File: src/rtl/nvm_unlock_pkg.sv
package nvm_unlock_pkg;

  localparam int BYTE_W  = 8;
  localparam int PTR_W   = 21;
  localparam int RADDR_W = 3;

  // register addresses (pointer lanes are contiguous from RA_PTR0)
  localparam int RA_CTRL = 0;
  localparam int RA_KEY  = 1;
  localparam int RA_PTR0 = 2;

  // control register bit positions
  localparam int CB_GO  = 0;
  localparam int CB_WEN = 1;
  localparam int CB_ERR = 2;
  localparam int CB_CFG = 4;
  localparam int CB_MEM = 5;

  typedef enum logic [1:0] {
    KS_IDLE  = 2'd0,
    KS_HALF  = 2'd1,
    KS_ARMED = 2'd2
  } key_state_e;

  // next state of the unlock checker for one bus cycle
  function automatic key_state_e key_next(key_state_e cur, logic wr, logic to_key,
                                          logic [BYTE_W-1:0] d,
                                          logic [BYTE_W-1:0] ka,
                                          logic [BYTE_W-1:0] kb);
    key_state_e n;
    n = cur;
    if (wr) begin
      unique case (cur)
        KS_IDLE: n = (to_key && d == ka) ? KS_HALF : KS_IDLE;
        KS_HALF: n = (to_key && d == kb) ? KS_ARMED : KS_IDLE;
        default: n = KS_IDLE;
      endcase
    end
    return n;
  endfunction

  // mask keeping the lowest w bits of a byte lane
  function automatic logic [BYTE_W-1:0] low_mask(int w);
    logic [BYTE_W-1:0] m;
    for (int b = 0; b < BYTE_W; b++) m[b] = (b < w);
    return m;
  endfunction

  // control register read image
  function automatic logic [BYTE_W-1:0] ctrl_pack(logic go, logic wen, logic err,
                                                  logic cfg, logic mem);
    logic [BYTE_W-1:0] v;
    v         = '0;
    v[CB_GO]  = go;
    v[CB_WEN] = wen;
    v[CB_ERR] = err;
    v[CB_CFG] = cfg;
    v[CB_MEM] = mem;
    return v;
  endfunction

endpackage

File: src/rtl/nvm_key_seq.sv
module nvm_key_seq
  import nvm_unlock_pkg::*;
#(
  parameter int DW  = BYTE_W,
  parameter int RAW = RADDR_W,
  parameter logic [DW-1:0] KEY_A = 8'h55,
  parameter logic [DW-1:0] KEY_B = 8'hAA
) (
  input  logic           clk,
  input  logic           por_n,
  input  logic           rst_n,
  input  logic           wr_en,
  input  logic [RAW-1:0] wr_addr,
  input  logic [DW-1:0]  wr_data,
  output logic           armed
);

  key_state_e state_q;
  key_state_e state_d;
  logic       to_key;

  assign to_key  = (wr_addr == RAW'(RA_KEY));
  assign state_d = key_next(state_q, wr_en, to_key, wr_data, KEY_A, KEY_B);
  assign armed   = (state_q == KS_ARMED);

  always_ff @(posedge clk or negedge por_n) begin
    if (!por_n)      state_q <= KS_IDLE;
    else if (!rst_n) state_q <= KS_IDLE;
    else             state_q <= state_d;
  end

endmodule

File: src/rtl/nvm_ptr_regs.sv
module nvm_ptr_regs
  import nvm_unlock_pkg::*;
#(
  parameter int DW   = BYTE_W,
  parameter int AW   = PTR_W,
  parameter int RAW  = RADDR_W,
  parameter int BASE = RA_PTR0
) (
  input  logic           clk,
  input  logic           por_n,
  input  logic           rst_n,
  input  logic           wr_en,
  input  logic [RAW-1:0] wr_addr,
  input  logic [DW-1:0]  wr_data,
  input  logic [RAW-1:0] rd_addr,
  output logic [DW-1:0]  rd_data,
  output logic [AW-1:0]  ptr_o
);

  localparam int NB = (AW + DW - 1) / DW;

  logic [DW-1:0] lane_rd [NB];
  logic [NB-1:0] lane_hit;

  for (genvar i = 0; i < NB; i++) begin : g_lane
    localparam int LW = ((AW - i*DW) < DW) ? (AW - i*DW) : DW;
    localparam logic [DW-1:0] MASK = low_mask(LW);

    logic [DW-1:0] q;
    logic          sel;

    assign sel = wr_en && (wr_addr == RAW'(BASE + i));

    always_ff @(posedge clk or negedge por_n) begin
      if (!por_n)      q <= '0;
      else if (!rst_n) q <= '0;
      else if (sel)    q <= wr_data & MASK;
    end

    assign ptr_o[i*DW +: LW] = q[LW-1:0];
    assign lane_rd[i]        = q;
    assign lane_hit[i]       = (rd_addr == RAW'(BASE + i));
  end

  always_comb begin
    rd_data = '0;
    for (int k = 0; k < NB; k++)
      if (lane_hit[k]) rd_data = lane_rd[k];
  end

endmodule

File: src/rtl/nvm_prog_ctrl.sv
module nvm_prog_ctrl
  import nvm_unlock_pkg::*;
#(
  parameter int DW  = BYTE_W,
  parameter int RAW = RADDR_W
) (
  input  logic           clk,
  input  logic           por_n,
  input  logic           rst_n,
  input  logic           wr_en,
  input  logic [RAW-1:0] wr_addr,
  input  logic [DW-1:0]  wr_data,
  input  logic           armed,
  input  logic           ack,
  output logic           go_q,
  output logic           wen_q,
  output logic           err_q,
  output logic           cfg_q,
  output logic           mem_q,
  output logic           done_q,
  output logic           start_fire,
  output logic           ack_fire
);

  logic ctrl_wr;

  assign ctrl_wr    = wr_en && (wr_addr == RAW'(RA_CTRL));
  assign start_fire = ctrl_wr && wr_data[CB_GO] && wen_q && armed && !go_q;
  assign ack_fire   = go_q && ack;

  // error flag: only power-on clears it from reset
  always_ff @(posedge clk or negedge por_n) begin
    if (!por_n)       err_q <= 1'b0;
    else if (!rst_n)  err_q <= err_q | go_q;
    else if (ctrl_wr) err_q <= err_q & wr_data[CB_ERR];
  end

  always_ff @(posedge clk or negedge por_n) begin
    if (!por_n) begin
      go_q   <= 1'b0;
      wen_q  <= 1'b0;
      cfg_q  <= 1'b0;
      mem_q  <= 1'b0;
      done_q <= 1'b0;
    end else if (!rst_n) begin
      go_q   <= 1'b0;
      wen_q  <= 1'b0;
      cfg_q  <= 1'b0;
      mem_q  <= 1'b0;
      done_q <= 1'b0;
    end else begin
      done_q <= ack_fire;
      if (ack_fire)        go_q <= 1'b0;
      else if (start_fire) go_q <= 1'b1;
      if (ctrl_wr) begin
        wen_q <= wr_data[CB_WEN];
        cfg_q <= wr_data[CB_CFG];
        mem_q <= wr_data[CB_MEM];
      end
    end
  end

endmodule

File: src/rtl/nvm_unlock_ctrl.sv
module nvm_unlock_ctrl
  import nvm_unlock_pkg::*;
#(
  parameter int DW     = BYTE_W,
  parameter int ADDR_W = PTR_W,
  parameter int REG_AW = RADDR_W,
  parameter logic [DW-1:0] KEY_A = 8'h55,
  parameter logic [DW-1:0] KEY_B = 8'hAA
) (
  input  logic              clk,
  input  logic              por_n,
  input  logic              rst_n,
  input  logic              bus_we,
  input  logic [REG_AW-1:0] bus_addr,
  input  logic [DW-1:0]     bus_wdata,
  output logic [DW-1:0]     bus_rdata,
  output logic              prog_req,
  input  logic              prog_ack,
  output logic [ADDR_W-1:0] prog_addr,
  output logic              prog_flash,
  output logic              prog_cfg,
  output logic              cpu_stall,
  output logic              prog_done
);

  // named internal events
  logic          key_armed;
  logic          start_fire;
  logic          ack_fire;
  logic          wr_live;
  logic          ctrl_go, ctrl_wen, ctrl_err, ctrl_cfg, ctrl_mem, ctrl_done;
  logic [DW-1:0] ptr_rd;

  // the stalled CPU cannot write; any write seen while busy is dropped
  assign wr_live = bus_we && !ctrl_go;

  nvm_key_seq #(.DW(DW), .RAW(REG_AW), .KEY_A(KEY_A), .KEY_B(KEY_B)) u_key (
    .clk     (clk),
    .por_n   (por_n),
    .rst_n   (rst_n),
    .wr_en   (wr_live),
    .wr_addr (bus_addr),
    .wr_data (bus_wdata),
    .armed   (key_armed)
  );

  nvm_prog_ctrl #(.DW(DW), .RAW(REG_AW)) u_ctrl (
    .clk        (clk),
    .por_n      (por_n),
    .rst_n      (rst_n),
    .wr_en      (wr_live),
    .wr_addr    (bus_addr),
    .wr_data    (bus_wdata),
    .armed      (key_armed),
    .ack        (prog_ack),
    .go_q       (ctrl_go),
    .wen_q      (ctrl_wen),
    .err_q      (ctrl_err),
    .cfg_q      (ctrl_cfg),
    .mem_q      (ctrl_mem),
    .done_q     (ctrl_done),
    .start_fire (start_fire),
    .ack_fire   (ack_fire)
  );

  nvm_ptr_regs #(.DW(DW), .AW(ADDR_W), .RAW(REG_AW), .BASE(RA_PTR0)) u_ptr (
    .clk     (clk),
    .por_n   (por_n),
    .rst_n   (rst_n),
    .wr_en   (wr_live),
    .wr_addr (bus_addr),
    .wr_data (bus_wdata),
    .rd_addr (bus_addr),
    .rd_data (ptr_rd),
    .ptr_o   (prog_addr)
  );

  // key register and unmapped addresses fall through to ptr_rd, which is zero there
  always_comb begin
    if (bus_addr == REG_AW'(RA_CTRL))
      bus_rdata = ctrl_pack(ctrl_go, ctrl_wen, ctrl_err, ctrl_cfg, ctrl_mem);
    else
      bus_rdata = ptr_rd;
  end

  assign prog_req   = ctrl_go;
  assign cpu_stall  = ctrl_go;
  assign prog_done  = ctrl_done;
  assign prog_flash = ctrl_mem;
  assign prog_cfg   = ctrl_cfg;

endmodule

File: config.mk
export PLATFORM = sky130hd
export DESIGN_NAME = nvm_unlock_ctrl
export DESIGN_NICKNAME = d
export VERILOG_FILES = /design/src/rtl/nvm_unlock_pkg.sv /design/src/rtl/nvm_key_seq.sv /design/src/rtl/nvm_ptr_regs.sv /design/src/rtl/nvm_prog_ctrl.sv /design/src/rtl/nvm_unlock_ctrl.sv
export SDC_FILE = /design/constraint.sdc
export NUM_CORES = 1
export LEC_CHECK = 0
export ABC_AREA = 1
export BUFFER_PORTS_ARGS = -buffer_cell sky130_fd_sc_hd__buf_4
export CAP_MARGIN = 20
export CORE_UTILIZATION = 50
export CTS_CLUSTER_DIAMETER = 200
export CTS_CLUSTER_SIZE = 14
export DETAILED_ROUTE_END_ITERATION = 10
export PLACE_DENSITY = 0.76
export SLEW_MARGIN = 30
export SYNTH_ARGS = -nofsm -noshare
export SYNTH_HDL_FRONTEND = slang
export SYNTH_SLANG_ARGS = --single-unit
File: constraint.sdc
create_clock -name clk -period 1.75 [get_ports clk]
set_input_delay 0.2625 -clock clk [delete_from_list [all_inputs] [get_ports clk]]
set_output_delay 0.2625 -clock clk [all_outputs]
set_load 0.02 [all_outputs]
==> metrics.md <==
| Metric | Value |
|---|---|
| Cell count after synthesis | 208 |
| CTS resizes | 0 |
| DRT iter0 DRCs | 73 |
| First-pass GRT wire length | 6624 µm |
| Clock Sinks | 29 |
| Syn nets | 224 |
| Die span in y | 57.86 µm |
| Max-Cap Viols | 0 |
| Detail Route Antenna Nets | 0 |
| WHS | 0.1684 ns |
| Final Setup Violations | 0 |
| Kind of critical path | reg -> out |
| Synth Register Bits | 29 |
| Core area | 2853 µm² |
| Startpoint Class | register |
| Post-Route Setup TNS | 0 ns |
| CP cell instances | nand2_1, nand4_1, buf_4 |
| Clk root buf | clkbuf_4 |
| Most frequent cells in the layout | 84 x nand2_1, 51 x buf_4, 29 x dfrtp_1 |
| Post-route DRC | 2 |
| Global placement routability congestion | 0.8478 |
| Total grt overflow | 0 |
| Via count | 1547 |
| Dpl cell area | 1938 µm² |
| Status | finished, violations left |
| Worst slack, placed | 0.4174 ns |
| Fin. Hold Viols | 0 |
| Commonest non-fill, non-tap cell in the layout | nand2_1 |
| GRT Overall Usage | 27.02% |
| Hpwl dp | 2935 µm |
| Std cell rows | 19 |
| Minimum clock period | 1.471 ns |
| Failing checks | design-rule violations |
| Io pins | 50 |
| Yosys cell types | 21 |
| Design Area, Final | 2003 µm² |
| WP data arrival | 1.21 ns |
| Mapped Avg Cell Area | 7.501 µm² |
| Clock Skew | 0.007424 ns |
| Tcrit/Tclk final | 84.08% |
| Required time worst endpoint | 1.49 ns |
| Initial antenna violation count | 0 |
| Crit Path Max Fanout | 6 |
| Die Wd | 57.86 µm |
| ANT cells | 0 |
| CP peak stage delay | 0.46 ns |
| Power Dens Cells | 739.7 nW/µm² |
| H-tree depth | 2 |
| Fin nets | 277 |
| Final Core Density | 70.22% |
| Worst min path class | in -> reg |
| Sequential area share after synthesis | 46.51% |
| Worst-Margin Slew | 0.3687 ns |
| Worst slew margin relative to its limit | 75.42% |
| Port bufs | 49 |
| DR pass1 iterations | 7 |
| Routed WL | 3969 µm |
| Max Freq | 0.6797 GHz |
| Fillcell total | 252 |
| Yosys warnings | 0 |
| Setup Buffers After CTS | 0 |
| Layout cells sized above 1 | 27.59% |
| Initial Utilization | 54.69% |
| Drt wl/cell | 13.59 µm |
| CP endpoint kind | primary output |
| Clock transition at the registers of the reported paths | 0.09 ns |
| Unrepaired setup endpoints after global routing | no |
| CTS tree | built |
| Slowest stage cell, crit path | dfrtp_1 |
| Number of global-route vias before repair | 1380 |
| Longest Clk Path Bufs | 2 |
| Slew Viols, Final | 0 |
| Pin count of the biggest net entering global routing | 30 |
| Number of CTS-inserted buffers | 5 |
| Skew-Pair Late Insertion Delay | 0.33 ns |
| VDD IR max | 0.5004 mV |
| Leakage power | 1.114 nW |
| P&R area growth vs syn | 28.39% |
| Via/cell ratio | 5.298 |
| CP Buf/Inv Count | 1 |
| CP delay by family, top | flip-flops |
| Die footprint | 3348 µm² |
| Netlist Area Pre-Place | 1560 µm² |
| Min setup slack post-route | 0.2787 ns |
-- path summary, 6_finish.rpt --
path | start | to | slack [ns] | cells past startpoint
setup / recovery | u_ctrl.go_q | bus_rdata[0] | 0.28 | 3
hold / removal | prog_ack | u_ctrl.go_q | 0.17 | 4
min in group asynchronous | por_n | u_ptr.g_lane[1].q[0] | 0.39 | 2
max in group asynchronous | por_n | u_ctrl.mem_q | 1.09 | 2
hold reg to reg | u_key.state_q[1] | u_key.state_q[1] | 0.50 | 2
setup reg to reg | u_ctrl.go_q | u_ptr.g_lane[1].q[7] | 0.49 | 7
-- stage by stage --
stage | instances | total power [mW]
2_1_floorplan | 208 | 0.9273
3_3_place_gp | 284 | 1.076
3_5_place_dp | 284 | 1.079
4_1_cts | 292 | 1.492
5_1_grt | 292 | 1.568
6_report | 292 | 1.482
-- cell type report --
cell class                 count  area, µm²  area share [%]
multi-input combinational    154      719.4           35.92
sequential                    29      725.7           36.23
clock buffer                   7      55.05           2.748
timing repair buffer          52      392.9           19.61
tap                           31      38.79           1.936
inverter                      19      71.32           3.560
-- metal layers --
metal  global-route usage (%)  share of wire [%]  up-vias  wire length [µm]
met5                        0                  0        -                 0
met4                    9.524                2.0        0                78
met3                    6.920                6.5        8               259
met2                    42.53                 47       52              1883
met1                    36.34                 44      724              1748
li1                         -                  -      763                 -
-- state kept, by name, summed over array words and instances, names as in the netlist --
register,flops
u_ctrl.cfg_q,1
u_key.state_q,2
u_ptr.g_lane.q,21
u_ctrl.wen_q,1
u_ctrl.done_q,1
u_ctrl.err_q,1
u_ctrl.mem_q,1
u_ctrl.go_q,1
-- report_power, final --
group	leakage (nW)	switching (mW)	total (mW)	internal [mW]
clock	0.0314	0.225	0.414	0.189
sequential	0.386	0.0337	0.744	0.710
combinational	0.696	0.199	0.324	0.125
total	1.11	0.458	1.48	1.02
-- cell usage after synthesis --
cell      count  area (µm²)
nand2_2       2       12.51
nor2_1       21       78.83
nand2_1      84       315.3
o21ai_1      12       60.06
buf_6         1       11.26
nand2_8       2       40.04
buf_2         2       10.01
inv_1        13       48.80
nor3_2        1       10.01
nor2_8        1       20.02
nor3_1        1       5.000
nand3b_1      1       7.510
nand3_2       1       10.01
dfrtp_1      29       725.7
buf_4         3       22.52
inv_2         6       22.52
nand3_1      13       65.06
nand4_1      10       62.56
nand2_4       1       11.26
a21oi_1       3       15.01
nor2_2        1       6.260
-- repair_timing --
| action | CTS | global route |
|---|---|---|
| hold endpoints to repair | 29 | 0 |
| hold buffers | 1 | 0 |
| setup endpoints to repair | 0 | 0 |
-- cells by family after synthesis --
logic type | after synthesis | share of synthesized area [%]
flops | 29 | 46.51
buf+inv | 25 | 7.378
simple gates | 139 | 41.30
compound gates | 15 | 4.811
-- worst register-to-register path: stages, from the launching register on --
cell and delay (ns):
dfrtp_1 0.46, inv_2 0.06, nand2_1 0.12, inv_2 0.12, nand2_8 0.14, nand2_8 0.08
nor2_1 0.11, nor2_1 0.05
Power figures use the tool's default switching activity.
